**src/rtl/osr_pkg.sv**
```systemverilog
package osr_pkg;

  localparam int OS_CODE_W = 3;

  typedef enum logic [1:0] {
    SEQ_IDLE = 2'd0,
    SEQ_CONV = 2'd1,
    SEQ_UPD  = 2'd2
  } seq_state_t;

  // Code 7 is not a legal ratio: it is run as ratio 1.
  function automatic logic os_bad(input logic [OS_CODE_W-1:0] code);
    return code == 3'b111;
  endfunction

  // log2 of the oversampling ratio selected by a code.
  function automatic logic [OS_CODE_W-1:0] os_shift(input logic [OS_CODE_W-1:0] code);
    return os_bad(code) ? 3'd0 : code;
  endfunction

endpackage

```
**src/rtl/osr_start_arm.sv**
```systemverilog
module osr_start_arm (
  input  logic clk,
  input  logic rst,
  input  logic start_a,
  input  logic start_b,
  input  logic busy,
  output logic go,
  output logic arm_a,
  output logic arm_b
);
  logic prev_a, prev_b;
  logic rise_a, rise_b;
  logic eff_a, eff_b;

  assign rise_a = start_a & ~prev_a;
  assign rise_b = start_b & ~prev_b;
  // Edges seen while busy never arm a half.
  assign eff_a  = arm_a | (rise_a & ~busy);
  assign eff_b  = arm_b | (rise_b & ~busy);
  assign go     = eff_a & eff_b & ~busy;

  always_ff @(posedge clk or posedge rst) begin
    if (rst) begin
      prev_a <= 1'b0;
      prev_b <= 1'b0;
      arm_a  <= 1'b0;
      arm_b  <= 1'b0;
    end else begin
      prev_a <= start_a;
      prev_b <= start_b;
      arm_a  <= (go | busy) ? 1'b0 : eff_a;
      arm_b  <= (go | busy) ? 1'b0 : eff_b;
    end
  end
endmodule

```
**src/rtl/osr_seq.sv**
```systemverilog
module osr_seq
  import osr_pkg::*;
#(
  parameter int LOG_MAX = 6
) (
  input  logic                 clk,
  input  logic                 rst,
  input  logic                 go,
  input  logic [OS_CODE_W-1:0] os_code,
  input  logic                 core_ack,
  output logic                 busy,
  output logic                 core_req,
  output logic                 take,
  output logic                 last_take,
  output logic                 int_strobe,
  output logic [OS_CODE_W-1:0] ratio_log,
  output logic                 os_err
);
  seq_state_t        state;
  logic [LOG_MAX-1:0] cnt;
  logic [LOG_MAX-1:0] cnt_last;

  assign busy       = (state != SEQ_IDLE);
  assign cnt_last   = LOG_MAX'((32'd1 << ratio_log) - 32'd1);
  assign take       = core_req & core_ack;
  assign last_take  = take & (cnt == cnt_last);
  // Every request after the first comes from this internal strobe.
  assign int_strobe = take & ~last_take;

  always_ff @(posedge clk or posedge rst) begin
    if (rst) begin
      state     <= SEQ_IDLE;
      core_req  <= 1'b0;
      cnt       <= '0;
      ratio_log <= '0;
      os_err    <= 1'b0;
    end else begin
      case (state)
        SEQ_IDLE: begin
          if (go) begin
            state    <= SEQ_CONV;
            core_req <= 1'b1;
            cnt      <= '0;
          end
        end
        SEQ_CONV: begin
          if (last_take) begin
            state    <= SEQ_UPD;
            core_req <= 1'b0;
          end else if (take) begin
            cnt <= cnt + 1'b1;
          end
        end
        SEQ_UPD: begin
          state     <= SEQ_IDLE;
          ratio_log <= os_shift(os_code);
          os_err    <= os_err | os_bad(os_code);
        end
        default: state <= SEQ_IDLE;
      endcase
    end
  end
endmodule

```
**src/rtl/osr_chan_acc.sv**
```systemverilog
module osr_chan_acc
  import osr_pkg::*;
#(
  parameter int SAMP_W  = 14,
  parameter int LOG_MAX = 6
) (
  input  logic                 clk,
  input  logic                 rst,
  input  logic                 clr,
  input  logic                 take,
  input  logic                 last_take,
  input  logic [SAMP_W-1:0]    sample,
  input  logic [OS_CODE_W-1:0] shift,
  output logic [SAMP_W+1:0]    word
);
  localparam int ACC_W = SAMP_W + LOG_MAX;

  logic signed [ACC_W-1:0] acc;
  logic signed [ACC_W-1:0] sum_next;

  // Arithmetic shift: floor division by the power-of-two ratio.
  function automatic logic [SAMP_W-1:0] avg_of(input logic signed [ACC_W-1:0] s,
                                               input logic [OS_CODE_W-1:0] sh);
    logic signed [ACC_W-1:0] t;
    t = s >>> sh;
    return t[SAMP_W-1:0];
  endfunction

  assign sum_next = acc + $signed({{LOG_MAX{sample[SAMP_W-1]}}, sample});

  always_ff @(posedge clk or posedge rst) begin
    if (rst) begin
      acc  <= '0;
      word <= '0;
    end else begin
      if (clr)       acc <= '0;
      else if (take) acc <= sum_next;
      if (last_take) word <= {avg_of(sum_next, shift), 2'b00};
    end
  end
endmodule

```
**src/rtl/osr_conv_ctrl.sv**
```systemverilog
module osr_conv_ctrl
  import osr_pkg::*;
#(
  parameter int NCH     = 8,
  parameter int SAMP_W  = 14,
  parameter int LOG_MAX = 6,
  parameter int SEL_W   = $clog2(NCH)
) (
  input  logic                  clk,
  input  logic                  rst,
  input  logic                  start_a,
  input  logic                  start_b,
  input  logic [OS_CODE_W-1:0]  os_code,
  input  logic                  core_ack,
  input  logic [NCH*SAMP_W-1:0] core_data,
  input  logic [SEL_W-1:0]      rd_sel,
  output logic                  busy,
  output logic                  core_req,
  output logic [SAMP_W+1:0]     rd_data,
  output logic                  os_err
);
  localparam int WORD_W = SAMP_W + 2;
  localparam int FLAT_W = NCH * WORD_W;

  logic                 go, arm_a, arm_b;
  logic                 take, last_take, int_strobe;
  logic [OS_CODE_W-1:0] ratio_log;
  logic [WORD_W-1:0]    res_w [NCH];
  logic [FLAT_W-1:0]    res_flat;

  osr_start_arm u_arm (
    .clk(clk), .rst(rst), .start_a(start_a), .start_b(start_b),
    .busy(busy), .go(go), .arm_a(arm_a), .arm_b(arm_b)
  );

  osr_seq #(.LOG_MAX(LOG_MAX)) u_seq (
    .clk(clk), .rst(rst), .go(go), .os_code(os_code), .core_ack(core_ack),
    .busy(busy), .core_req(core_req), .take(take), .last_take(last_take),
    .int_strobe(int_strobe), .ratio_log(ratio_log), .os_err(os_err)
  );

  for (genvar i = 0; i < NCH; i++) begin : g_ch
    osr_chan_acc #(.SAMP_W(SAMP_W), .LOG_MAX(LOG_MAX)) u_acc (
      .clk(clk), .rst(rst), .clr(go), .take(take), .last_take(last_take),
      .sample(core_data[i*SAMP_W +: SAMP_W]), .shift(ratio_log),
      .word(res_w[i])
    );
    assign res_flat[i*WORD_W +: WORD_W] = res_w[i];
  end

  assign rd_data = res_w[rd_sel];
endmodule

```
**config.mk**
```make
export PLATFORM = sky130hd
export DESIGN_NAME = osr_conv_ctrl
export DESIGN_NICKNAME = d
export VERILOG_FILES = /design/src/rtl/osr_pkg.sv /design/src/rtl/osr_start_arm.sv /design/src/rtl/osr_seq.sv /design/src/rtl/osr_chan_acc.sv /design/src/rtl/osr_conv_ctrl.sv
export SDC_FILE = /design/constraint.sdc
export NUM_CORES = 1
export LEC_CHECK = 0
export BUFFER_PORTS_ARGS = -buffer_cell sky130_fd_sc_hd__buf_2
export CORE_MARGIN = 4
export CORE_UTILIZATION = 60
export CTS_CLUSTER_SIZE = 30
export DETAILED_ROUTE_END_ITERATION = 7
export PLACE_DENSITY = 0.79
export SETUP_SLACK_MARGIN = 0.02
export SLEW_MARGIN = 10
export SYNTH_ARGS = -nofsm -noshare
export SYNTH_HDL_FRONTEND = slang
export SYNTH_SLANG_ARGS = --single-unit
```
**constraint.sdc**
```tcl
create_clock -name clk -period 26 [get_ports clk]
set_input_delay 2.6 -clock clk [delete_from_list [all_inputs] [get_ports clk]]
set_output_delay 2.6 -clock clk [all_outputs]
set_load 0.05 [all_outputs]
```
==> run_results.csv, run 1 <==
group,metric,value,unit
critical_path,end_kind,"output port",
clocking,postCtsSetupBuffers,0,
yosys,ys_ff_latch,289,
floorplanning,rows,74,
clocking,root_buffer,"clkbuf_16",
yosys,synth_most_common_cell,"nand2_1",
power,peakVddDrop,0.0000446,V
detailed_routing,wire_per_inst,21.1,um
timing,finalHoldViolCount,0,
global_route,grt_overflow_total,0,
detailed_routing,drtIter0Drc,2372,
detailed_routing,vias,23500,
floorplanning,die-area,44700,um^2
yosys,yosys.area.top_type,"dfrtp_1",
timing,finalSetupViolCount,0,
yosys,async_flop_share,1.00,
floorplanning,die_x,211,um
power,fin_total_pwr,1.13,mW
placed_design,post-place-cells,3457,
global_route,grt_max_degree,162,
critical_path,criticalPathCategory,"input port to output port",
yosys,synthTopCellsByCount,"488 x nand2_1, 354 x a21oi_1, 289 x dfrtp_1",
status,status,"completed",
timing,worst_pin_slew,1110,ps
detailed_routing,drt-total-wl,74400,um
layout,stdcell_area,26700,um^2
yosys,yosys_warnings,0,
yosys,yosys.area.top_type_share,0.292,
critical_path,crit_fanout,28,
placed_design,postPlaceCellArea,25500,um^2
clocking,cts_tree,"yes",
clocking,ctsResizeCount,0,
layout,drive_gt1_frac,0.121,
timing,skew,22.3,ps
timing,rsz0062_at_grt,"false",
clocking,holdBufCountCts,0,
critical_path,rr_worst_depth,7,
detailed_routing,dr.pass1.iters,8,
global_route,grt_antenna_before_repair,2,
global_route,grt_pass1_vias,22800,
yosys,synth_area,24800,um^2
detailed_routing,vias_per_cell,6.67,
power,cellLeakagePower,12.6,nW
timing,finalSetupTns,0,ps
yosys,synth.area.top_cells,"dfrtp_1 29%, ha_1 7.7%, nand2_1 7.4%",
layout,area_growth,7.73,%
global_route,grt_use_total,0.328,
timing,slew_headroom,0.262,
min_path,min_delay_path_depth,1,
floorplanning,ios,142,
placed_design,dp_hpwl,52400,um
floorplanning,start_util,0.607,
yosys,synth_edf_count,0,
timing,finalCriticalPeriod,7100,ps
layout,antenna_cells,0,
clocking,clk_pin_slew,50,ps
detailed_routing,postRouteAntennaNets,0,
yosys,yosysUniqueCellTypes,97,
timing,slew_violations,0,
critical_path,reg2reg_slack,21390,ps
yosys,syn_area_per_cell,8.39,um^2
critical_path,reg2reg_to,"g_ch[4].u_acc.word[15]$_DFFE_PP0P_",
flow_run,cap_violations,0,
floorplanning,fp.dieH,211,um
clocking,cts_made_buffers,37,
power,powerDensity,42.2,nW/um^2
min_path,min_from,"u_arm.arm_b$_DFF_PP0_",
timing,max_freq,141,MHz
clocking,cts_sinks,289,
layout,final_util,0.654,
yosys,seq_area_frac_synth,0.292,
critical_path,reg2reg_from,"u_seq.ratio_log[0]$_DFFE_PP0N_",
critical_path,required,23400,ps
yosys,synth-main-ff-cell,"dfrtp_1",
clocking,htree_levels,2,
critical_path,crit_path_start_kind,"input port",
placed_design,finalWeightedCongestion,1.01,
global_route,grt_pass1_wl,120000,um
layout,layout.nets,3248,
critical_path,critPathArrivalTime,4500,ps
timing,fin_crit_sh,0.273,
min_path,hold_end,"u_arm.arm_a$_DFF_PP0_",
clocking,clk_latency,550,ps
min_path,min_path_type,"flop to flop",
layout,final_cells,3522,
detailed_routing,drcViolationCount,0,
placed_design,port_buffers,139,
floorplanning,core_area,40800,um^2
yosys,syn_inst,2958,
clocking,max-clock-path-buffers,3,
sequential cells by signal, summed over array words and instances (netlist names):
signal,cells
u_arm.prev_b,1
u_seq.core_req,1
u_seq.ratio_log,3
g_ch.u_acc.word,112
u_seq.os_err,1
u_seq.state,2
u_arm.arm_a,1
u_seq.cnt,6
u_arm.arm_b,1
u_arm.prev_a,1
g_ch.u_acc.acc,160
power breakdown:
part	switching [mW]	internal (mW)	total (mW)
sequential	0.000409	0.450	0.451
clock	0.212	0.311	0.523
combinational	0.0977	0.0558	0.153
cells by family after synthesis:
kind of cell	count (synthesis)	synth area share
other	1	0.000151
adders and majority gates	161	0.0836
xor gates and xnor gates	145	0.0518
and+or+nand+nor	995	0.173
AOI/OAI and AO/OA	947	0.248
DFF	289	0.292
muxes	177	0.110
buffers and inverters	243	0.0419
how the worst max path moves through the flow:
stage	from	end	slack (ps)
5_1_grt	rd_sel[0]	rd_data[5]	18760
2_1_floorplan	rst	g_ch[0].u_acc.acc[0]$_DFFE_PP0P_	15420
4_1_cts	rd_sel[0]	rd_data[5]	18880
6_report	rd_sel[0]	rd_data[5]	18900
3_5_place_dp	rd_sel[0]	rd_data[5]	18880
3_3_place_gp	rd_sel[0]	rd_data[5]	18940
critical path, cell delays in order:
cell	delay, ps
buf_2	680
mux4_2	620
mux2_2	340
buf_2	230
cells in the final DEF, fill, tap and decap left out, types with 33 or more instances in the layout:
master     count
ha_1         153
xor2_1        60
clkbuf_16     37
o21ai_0      141
xnor2_1       84
buf_2        139
a21o_1        82
o211ai_1      46
mux2i_1       70
a21oi_1      354
nor3_1        44
dfrtp_1      286
a211oi_1      63
mux4_2        68
nand3_1       39
inv_1         45
mux2_2        35
and3_1        35
a31oi_1       33
nand2_1      487
nor2_1       261
layer usage:
metal  up-vias  global-route usage  routed length (um)
met2      1038               0.517               34000
met1     11400               0.447               30700
li1      10900                   -                   -
met4         2               0.139                3380
met5         -                   0                   9
met3       205              0.0622                6410
metrics by stage:
| step | hold slack, ps | setup slack (ps) |
|---|---|---|
| after floorplan | 406 | 15420 |
| after global placement | 413 | 18940 |
| after detailed placement | 430 | 18880 |
| after CTS | 437 | 18880 |
| after global routing | 457 | 18760 |
| final | 432 | 18900 |
layout make-up:
| type | count | area (um^2) |
|---|---|---|
| sequential | 289 | 7240 |
| clock inverter | 12 | 138 |
| timing repair buffer | 161 | 873 |
| fill | 3349 | 14100 |
| clock buffer | 53 | 1060 |
| multi-input combinational | 2427 | 16600 |
| tap | 532 | 666 |
| inverter | 48 | 189 |
No activity file was read; power rests on OpenSTA's default activity.
==> inputs of run 2 (changes only) <==
--- a/config.mk
+++ b/config.mk
@@ -5,12 +5,13 @@
 export SDC_FILE = /design/constraint.sdc
 export NUM_CORES = 1
 export LEC_CHECK = 0
+export ABC_AREA = 1
 export BUFFER_PORTS_ARGS = -buffer_cell sky130_fd_sc_hd__buf_2
 export CORE_MARGIN = 4
 export CORE_UTILIZATION = 60
 export CTS_CLUSTER_SIZE = 30
 export DETAILED_ROUTE_END_ITERATION = 7
-export PLACE_DENSITY = 0.79
+export PLACE_DENSITY = 0.78
 export SETUP_SLACK_MARGIN = 0.02
 export SLEW_MARGIN = 10
 export SYNTH_ARGS = -nofsm -noshare
==> constraint.sdc (replaced) <==
create_clock -name clk -period 6.7 [get_ports clk]
set_input_delay 0.67 -clock clk [delete_from_list [all_inputs] [get_ports clk]]
set_output_delay 0.67 -clock clk [all_outputs]
set_load 0.05 [all_outputs]
==> run 2 against run 1 <==
  * Clock power rose to 4.4 times the previous value
  * Critical path depth rose by 8
  * Clock skew fell by 6.2 ps
  * Wire length is 16% higher
  * Hold slack worse by 210 ps
  * Synthesized cell count up 57%
  * Non-clock buffer count is 1 higher
  * Flip-flop and latch count is the same
  * Power grew to 12 times the previous value
  * Utilization up 0.48 points
  * Worst setup slack lost 17000 ps
  * Critical path type is now flop to flop
==> run_results.csv, run 2 <==
group,metric,value,unit
critical_path,reg2reg_to,"g_ch[3].u_acc.word[15]$_DFFE_PP0P_",
yosys,yosys.area.top_type_share,0.261,
yosys,yosys.area.top_type,"dfrtp_1",
detailed_routing,vias_per_cell,5.73,
placed_design,dp_hpwl,63800,um
floorplanning,start_util,0.609,
global_route,grt_antenna_before_repair,3,
clocking,cts_made_buffers,38,
min_path,hold_end,"u_arm.prev_b$_DFF_PP0_",
floorplanning,rows,78,
layout,drive_gt1_frac,0.0618,
global_route,grt_pass1_vias,27600,
timing,rsz0062_at_grt,"false",
detailed_routing,wire_per_inst,16.3,um
global_route,grt_max_degree,135,
layout,layout_common_cells,"1544 x nand2_1, 845 x nand3_1, 582 x inv_1",
critical_path,criticalPathCategory,"flop to flop",
timing,finalSetupTns,0,ps
power,cellLeakagePower,16.5,nW
layout,largest_reg_flops,160,
layout,final_common_cell,"nand2_1",
placed_design,finalWeightedCongestion,0.957,
yosys,synthTopCellsByCount,"1547 x nand2_1, 845 x nand3_1, 585 x inv_1",
clocking,cts_sinks,289,
min_path,min_from,"start_b",
clocking,root_buffer,"clkbuf_16",
floorplanning,ios,142,
detailed_routing,drtIter0Drc,3233,
global_route,grt_overflow_total,0,
critical_path,critPathArrivalTime,4970,ps
yosys,yosysUniqueCellTypes,41,
detailed_routing,drt-total-wl,86000,um
global_route,grt_use_total,0.336,
yosys,synth-main-ff-cell,"dfrtp_1",
timing,skew,16.1,ps
layout,seqCellArea,7240,um^2
critical_path,required,7160,ps
floorplanning,die_x,223,um
clocking,max-clock-path-buffers,3,
timing,fin_crit_sh,0.673,
timing,slew_violations,0,
clocking,htree_levels,2,
floorplanning,core_area,45500,um^2
timing,finalCriticalPeriod,4510,ps
timing,max_freq,222,MHz
layout,top_register,"g_ch.u_acc.acc",
floorplanning,die-area,49600,um^2
critical_path,rr_worst_depth,12,
status,status,"completed",
flow_run,cap_violations,0,
timing,slew_headroom,0.303,
placed_design,port_buffers,139,
critical_path,end_kind,"flop",
clocking,postCtsSetupBuffers,0,
yosys,yosys_warnings,0,
min_path,min_path_type,"input port to flop",
critical_path,crit_fanout,88,
clocking,cts_tree,"yes",
power,powerDensity,446,nW/um^2
detailed_routing,postRouteAntennaNets,0,
timing,finalSetupViolCount,0,
yosys,ys_ff_latch,289,
yosys,synth_edf_count,0,
min_path,min_delay_path_depth,1,
yosys,syn_area_per_cell,5.98,um^2
yosys,synth.area.top_cells,"dfrtp_1 26%, nand2_1 21%, nand3_1 15%",
timing,worst_pin_slew,1040,ps
placed_design,postPlaceCellArea,28600,um^2
yosys,synth_most_common_cell,"nand2_1",
timing,finalHoldViolCount,0,
clocking,clk_latency,570,ps
layout,layout.nets,4935,
power,peakVddDrop,0.000413,V
detailed_routing,drcViolationCount,0,
layout,largestRegisters,"g_ch.u_acc.acc (160), g_ch.u_acc.word (112), u_seq.cnt (6)",
yosys,async_flop_share,1.00,
layout,fill_cells,4491,
yosys,synth_area,27700,um^2
yosys,seq_area_frac_synth,0.261,
detailed_routing,dr.pass1.iters,8,
layout,area_growth,8.29,%
global_route,grt_pass1_wl,140000,um
yosys,syn_inst,4630,
layout,stdcell_area,30000,um^2
clocking,clk_pin_slew,60,ps
critical_path,crit_path_start_kind,"flop",
floorplanning,fp.dieH,223,um
critical_path,reg2reg_from,"u_seq.ratio_log[0]$_DFFE_PP0N_",
layout,multi_input_area,17500,um^2
detailed_routing,vias,30300,
critical_path,reg2reg_slack,2190,ps
run 2: changes by cell type after synthesis, moves of 63 or more:
cell and change:
nand3_1 +806, o21ai_0 +98, nand2_1 +1059, a211oi_1 -63, a21o_1 -82, inv_1 +539
mux2i_1 -66, a21oi_1 -160, mux4_2 -68
run 2: repair_timing:
action | in CTS | in global routing
hold buffers | 1 | 0
hold endpoints to repair | 1 | 0
gates resized for setup | 0 | 0
run 2: kinds of logic (layout without fill, tap and decap cells):
group | count (synthesis) | after routing | synth area share
buffers and inverters | 781 | 830 | 0.110
DFF | 289 | 289 | 0.261
adders and majority gates | 161 | 161 | 0.0749
muxes | 4 | 4 | 0.00145
and+or+nand+nor | 2795 | 2795 | 0.429
AOI/OAI and AO/OA | 546 | 546 | 0.107
other | 1 | 3 | 0.000135
xor gates and xnor gates | 53 | 53 | 0.0168
run 2: area by class of cell:
type                    instances  share of cell area
clock buffers                  52              0.0379
clock inverters                17             0.00814
diodes                          1           0.0000835
well taps                     600              0.0250
inverters                     599              0.0754
flip-flops and latches        289               0.242
multi-input cells            3561               0.582
repair buffers                162              0.0295
run 2: worst max-delay path by stage:
stage                                              start                                  to  slack [ps]  cells past startpoint
final                     u_seq.ratio_log[0]$_DFFE_PP0N_  g_ch[3].u_acc.word[15]$_DFFE_PP0P_        2190                     12
after global routing      u_seq.ratio_log[0]$_DFFE_PP0N_  g_ch[0].u_acc.word[15]$_DFFE_PP0P_        1860                     13
after CTS                 u_seq.ratio_log[0]$_DFFE_PP0N_  g_ch[3].u_acc.word[15]$_DFFE_PP0P_        2290                     13
after detailed placement  u_seq.ratio_log[0]$_DFFE_PP0N_  g_ch[3].u_acc.word[15]$_DFFE_PP0P_        2290                     13
after global placement    u_seq.ratio_log[0]$_DFFE_PP0N_  g_ch[0].u_acc.word[15]$_DFFE_PP0P_        2380                     13
after floorplan                                      rst    g_ch[0].u_acc.acc[0]$_DFFE_PP0P_        2200                      1
run 2: per-stage QoR:
step / instances / hold WS, ps / total power, mW / util / setup slack, ps
finish: 5281 / 226 / 13.4 / 0.659 / 2190
global route: 5281 / 223 / 14.6 / 0.659 / 1860
CTS: 5280 / 205 / 13.2 / 0.659 / 2290
detailed placement: 5210 / 460 / 10.9 / 0.629 / 2290
global placement: 5210 / 458 / 10.8 / 0.629 / 2380
floorplan: 4631 / 444 / 8.76 / - / 2200
run 2: worst max-delay path, stage by stage (launching register included):
cell,delay [ps]
dfrtp_4,930
inv_4,470
nand3_1,220
nand3_1,110
nor3_2,240
nand3_4,580
inv_4,900
buf_4,520
nand2_1,90
inv_1,70
nand2_1,50
nor2_1,100
nor2_1,40
run 2: routing by layer:
layer	track usage	up-vias	share of wire
met5	0	-	0.00040
met4	0.104	4	0.030
met3	0.0423	181	0.069
met2	0.531	1105	0.44
met1	0.484	13900	0.46
li1	-	15100	-
run 2: power by group:
group / switching, mW / total, mW / internal, mW
sequential: 0.328 / 2.57 / 2.24
combinational: 5.75 / 8.50 / 2.76
clock: 0.867 / 2.29 / 1.42
